File: config.mk
export PLATFORM = sky130hd
export DESIGN_NAME = bitsel_unit
export DESIGN_NICKNAME = d
export VERILOG_FILES = /design/src/rtl/bitsel_unit.sv
export SDC_FILE = /design/constraint.sdc
export NUM_CORES = 1
export LEC_CHECK = 0
export BUFFER_PORTS_ARGS = -buffer_cell sky130_fd_sc_hd__buf_2
export CAP_MARGIN = 10
export CORE_ASPECT_RATIO = 0.7
export CORE_UTILIZATION = 50
export DETAILED_ROUTE_END_ITERATION = 8
export PLACE_DENSITY = 0.82
export SLEW_MARGIN = 0
export SYNTH_ARGS = -nofsm -noshare
export SYNTH_HDL_FRONTEND = slang
export SYNTH_SLANG_ARGS = --single-unit
File: constraint.sdc
create_clock -name clk -period 12.25 [get_ports clk]
set_input_delay 2.45 -clock clk [delete_from_list [all_inputs] [get_ports clk]]
set_output_delay 2.45 -clock clk [all_outputs]
set_load 0.02 [all_outputs]
File: src/rtl/bitsel_unit.sv
module bitsel_unit #(
  parameter int W = 64
) (
  input  logic         clk,
  input  logic         rst_n,
  input  logic         in_valid,
  input  logic [W-1:0] op_a,
  input  logic [W-1:0] op_b,
  input  logic [W-1:0] op_c,
  input  logic [3:0]   func,
  input  logic         merge_en,
  input  logic [1:0]   merge_size,
  output logic         out_valid,
  output logic [W-1:0] result
);
  localparam int NSZ = 4;
  localparam int MINCH = 8;

  localparam logic [2:0] K_ZERO = 3'd0;
  localparam logic [2:0] K_ONE  = 3'd1;
  localparam logic [2:0] K_A    = 3'd2;
  localparam logic [2:0] K_NA   = 3'd3;
  localparam logic [2:0] K_C    = 3'd4;

  logic [2:0]   hi_k, lo_k;
  logic [W-1:0] not_a, hi_v, lo_v, raw, nxt;
  logic [W-1:0] folded [NSZ];

  assign not_a = ~op_a;

  always_comb begin
    hi_k = K_ZERO;
    lo_k = K_ZERO;
    case (func)
      4'd0: begin hi_k = K_A;    lo_k = K_ZERO; end
      4'd1: begin hi_k = K_ZERO; lo_k = K_A;    end
      4'd2: begin hi_k = K_NA;   lo_k = K_A;    end
      4'd3: begin hi_k = K_ONE;  lo_k = K_A;    end
      4'd4: begin hi_k = K_ZERO; lo_k = K_NA;   end
      4'd5: begin hi_k = K_A;    lo_k = K_NA;   end
      4'd6: begin hi_k = K_A;    lo_k = K_ONE;  end
      4'd7: begin hi_k = K_NA;   lo_k = K_ONE;  end
      4'd8: begin hi_k = K_A;    lo_k = K_C;    end
      4'd9: begin hi_k = K_C;    lo_k = K_A;    end
      default: begin hi_k = K_ZERO; lo_k = K_ZERO; end
    endcase
  end

  function automatic logic [W-1:0] pick(input logic [2:0] k, input logic [W-1:0] a,
                                        input logic [W-1:0] na, input logic [W-1:0] c);
    case (k)
      K_ONE:   pick = '1;
      K_A:     pick = a;
      K_NA:    pick = na;
      K_C:     pick = c;
      default: pick = '0;
    endcase
  endfunction

  assign hi_v = pick(hi_k, op_a, not_a, op_c);
  assign lo_v = pick(lo_k, op_a, not_a, op_c);

  for (genvar i = 0; i < W; i++) begin : g_bit
    assign raw[i] = op_b[i] ? hi_v[i] : lo_v[i];
  end

  for (genvar s = 0; s < NSZ; s++) begin : g_sz
    localparam int CS = MINCH << s;
    for (genvar j = 0; j < W / CS; j++) begin : g_ch
      assign folded[s][j*CS +: CS] = {CS{|raw[j*CS +: CS]}};
    end
  end

  assign nxt = merge_en ? folded[merge_size] : raw;

  always_ff @(posedge clk) begin
    if (!rst_n) begin
      out_valid <= 1'b0;
      result    <= '0;
    end else begin
      out_valid <= in_valid;
      if (in_valid) result <= nxt;
    end
  end
endmodule


==> out/qor.log <==
INFO  yosys          synth_warnings=0
INFO  yosys          synth.top_cells.by_area=dfxtp_1, mux2i_1, nand2_1
INFO  layout         finish.net_count=1557
INFO  yosys          synth-adder-area-share=2.89%
INFO  yosys          synth-compound-area-share=31.7%
INFO  worst_setup_path critical_path.n_buffers_inverters=3
INFO  power          powerDensity=91.8mW/mm^2
INFO  grt            gr-usage-all-layers=37.5%
INFO  clock_tree     htreeDepth=3
INFO  drt            wire_length_per_cell=21.2microns
INFO  worst_setup_path setup.reg_to_reg.worst_slack=11.41ns
INFO  worst_setup_path cpPeakStageDelay=0.87ns
INFO  yosys          synthMostInstantiatedCell=nand2_1
INFO  yosys          synth-edff-count=0
INFO  power          ir_drop=0.113mV
INFO  yosys          synth_top_family_by_area=compound AO/OA/AOI/OAI gates
INFO  worst_setup_path critical_path.endpoint_type=register
INFO  clock_tree     cts_resized=0
INFO  worst_hold_path hold_path_end=result[34]$_SDFFE_PN0P_
INFO  drt            total_number_of_vias=10700
INFO  worst_setup_path worstRegToRegCells=2
INFO  timing         maxClockFrequency=129MHz
INFO  worst_setup_path critical_path_peak_fanout=96
INFO  layout         flow.area_growth_from_synthesis=20.2%
INFO  yosys          async_reset_ff_share=0%
INFO  layout         final_layout_size_suffix_gt1_share=25.9%
INFO  floorplan      die_height=110microns
INFO  grt            grt_max_degree=97
INFO  drt            post-route-drc-count=0
INFO  floorplan      die_width=156microns
INFO  worst_hold_path min-delay-path-class=register to register
INFO  run_status     status=finished with violations
INFO  drt            drt.antenna.violating_nets=0
INFO  timing         tightest_slew=1.44ns
INFO  grt            grt_pass1_wl=49900microns
INFO  worst_setup_path cp_cell_sequence=buf_4 -> buf_4 -> or2_2 -> buf_4 -> o32ai_1 -> or3_1 -> or4_1 -> or4b_1 -> or4_4 -> a211oi_4 -> nor4_1
INFO  power          p_leak=4.10nW
INFO  timing         timing.final.crit_share=63.1%
INFO  timing         rsz0062_at_grt=false
INFO  timing         final_period_demand_of_the_worst_path=7.73ns
INFO  yosys          synth_xor_area_share=6.86%
INFO  worst_hold_path hp-start=result[34]$_SDFFE_PN0P_
INFO  yosys          synth_sequential_area_ratio=15.7%
INFO  drt            firstDrtPassIters=6
INFO  yosys          postSynthAreaPerCell=7.16squm
INFO  run_status     failed_checks=capacitance limit
INFO  worst_setup_path worst_setup_path_start_kind=primary input
INFO  timing         final_hold_violation_count=0
INFO  yosys          yosysTopAreaCell=dfxtp_1
INFO  drt            vias_per_cell=6.75
INFO  yosys          synth_instances=1160
INFO  floorplan      core=0.0162sqmm
INFO  placement      numPlacedInstances=1566
INFO  clock_tree     cts_hold_bufs=0
INFO  grt            grt_overflow=0
INFO  layout         finalInstanceArea=0.00997sqmm
INFO  yosys          ffs_latches_synth=65
INFO  floorplan      placementRows=39
INFO  layout         final.fill_count=1450
INFO  grt            via_count_of_the_first_global_routing_pass=9010
INFO  yosys          syn_nets=1362
INFO  clock_tree     cts_made_buffers=9
INFO  clock_tree     tritoncts_clock_tree=yes
INFO  yosys          muxShareOfSynthArea=7.36%
INFO  worst_setup_path cpLargestDelayFamily=simple AND/OR/NAND/NOR gates
INFO  timing         slew_viols_final=0
INFO  placement      placement.io_buffers=266
INFO  worst_setup_path cp_data_arrival_time=7.90ns
INFO  power          design_power_total=0.916mW
INFO  timing         max-slew-margin-rel=1.48%
INFO  drt            routed_wirelength=33700microns
INFO  yosys          mappedNetlistArea=0.00830sqmm
INFO  clock_tree     clock_sink_count=65
INFO  timing         setup_violations=0
INFO  clock_tree     post_cts.repair.setup_buffers=0
INFO  drt            first_iter_violations=1517
INFO  yosys          post_synth_and_or_nand_nor_area_fraction=29.2%
INFO  layout         layoutNonFillerInstCount=1587
INFO  timing         fin_skew=0ns
INFO  worst_setup_path wp_data_required=12.41ns
INFO  flow_run       maxCapViolations=1
INFO  grt            initial_antenna_violation_count=4
INFO  worst_setup_path crit_type=primary input to register
INFO  floorplan      io_pins=267
INFO  yosys          synth_top_flop_cell=dfxtp_1
INFO  timing         finalSetupTns=0ns
INFO  placement      finalWeightedCongestion=0.984
INFO  yosys          synth_top_area_share=15.7%
INFO  worst_hold_path hold_path_depth=2
INFO  yosys          synth.distinct_cells=53
INFO  yosys          synth_commonest_cells=nand2_1, nor2_1, clkbuf_1, dfxtp_1, o21ai_0
INFO  clock_tree     buffer_levels_on_the_longest_clock_path=2
INFO  worst_setup_path critical_path.slowest_cell=buf_4
INFO  clock_tree     clock_latency=0.33ns
INFO  worst_setup_path critical_path.reg2reg.endpoint=result[5]$_SDFFE_PN0P_
INFO  clock_tree     cts_root_buf=clkbuf_16
INFO  floorplan      overall_die_area=0.0171sqmm
INFO  placement      post_dp_cell_area=0.00962sqmm
INFO  clock_tree     path_clk_slew=0.05ns
INFO  placement      place.detailed.hpwl=24200microns
INFO  floorplan      initial_utilization=51.1%
INFO  worst_setup_path path_common_cell=buf_4
INFO  worst_setup_path regToRegStartpoint=result[5]$_SDFFE_PN0P_
==> report_power, final <==
part	switching [mW]	leakage [nW]	total (mW)	internal [mW]
logic	0.240	3.39	0.381	0.141
clock network	0.0932	0.162	0.282	0.188
registers	0.0173	0.545	0.253	0.236
==> registers in the layout, indices dropped and copies added, names as in the netlist <==
register	count
out_valid	1
result	64
==> area by class of cell <==
class	count	area [sq um]	area share, %
inverter	10	37.5	0.376
multi-input combinational	975	6480	65.0
timing repair buffer	294	1540	15.4
tap	225	282	2.82
sequential	65	1300	13.0
antenna	2	5.00	0.0502
clock buffer	11	253	2.53
clock inverter	5	77.6	0.778
==> routing by layer <==
layer	global-route usage [%]	vias to the layer above	wire length (microns)
li1	-	4823	-
met1	53.2	4955	14100
met2	52.7	806	13200
met3	12.7	120	5300
met4	10.7	4	1050
met5	0	-	23
==> worst max path at each step <==
stage | from | to | slack [ns] | depth (start not counted)
after floorplan | func[1] | result[1]$_SDFFE_PN0P_ | 6.44 | 13
after global placement | func[2] | result[30]$_SDFFE_PN0P_ | 4.47 | 11
after detailed placement | func[2] | result[6]$_SDFFE_PN0P_ | 4.38 | 11
after CTS | func[2] | result[5]$_SDFFE_PN0P_ | 4.72 | 11
after global routing | func[2] | result[29]$_SDFFE_PN0P_ | 4.38 | 11
final | func[2] | result[5]$_SDFFE_PN0P_ | 4.52 | 11
==> kinds of logic after synthesis <==
kind of cell,after synthesis
simple gates,485
fa+ha+maj,24
flops,65
compound gates,340
xor+xnor,65
mux,61
buf+inv,120
==> cell usage in the layout, fill, tap and decap left out, types with 18 or more instances in the layout <==
master	count
o32ai_1	38
nor4_1	27
or2_2	30
buf_2	264
a22oi_1	48
nor3_1	54
and2_1	31
nand2_1	117
a32oi_1	29
and3_1	25
a2111oi_0	20
dfxtp_1	65
nor2_1	89
xor2_1	34
buf_4	27
o21ai_0	63
o22ai_1	23
nor2b_1	18
xnor2_1	31
nand3_1	49
maj3_1	24
mux2i_1	61
o2bb2ai_1	28
==> worst register-to-register path: stages (launching register included) <==
cell and delay, ns:
dfxtp_1 0.36, o21ai_0 0.10, nor4_1 0.27
==> stage by stage <==
| step | hold slack [ns] | util [%] | worst slack (ns) |
|---|---|---|---|
| 2_1_floorplan | 0.550 | - | 6.44 |
| 3_3_place_gp | 0.466 | 59.2 | 4.47 |
| 3_5_place_dp | 0.471 | 59.2 | 4.38 |
| 4_1_cts | 0.483 | 61.3 | 4.72 |
| 5_1_grt | 0.502 | 61.4 | 4.38 |
| 6_report | 0.480 | 61.4 | 4.52 |
Power figures use the tool's default switching activity.
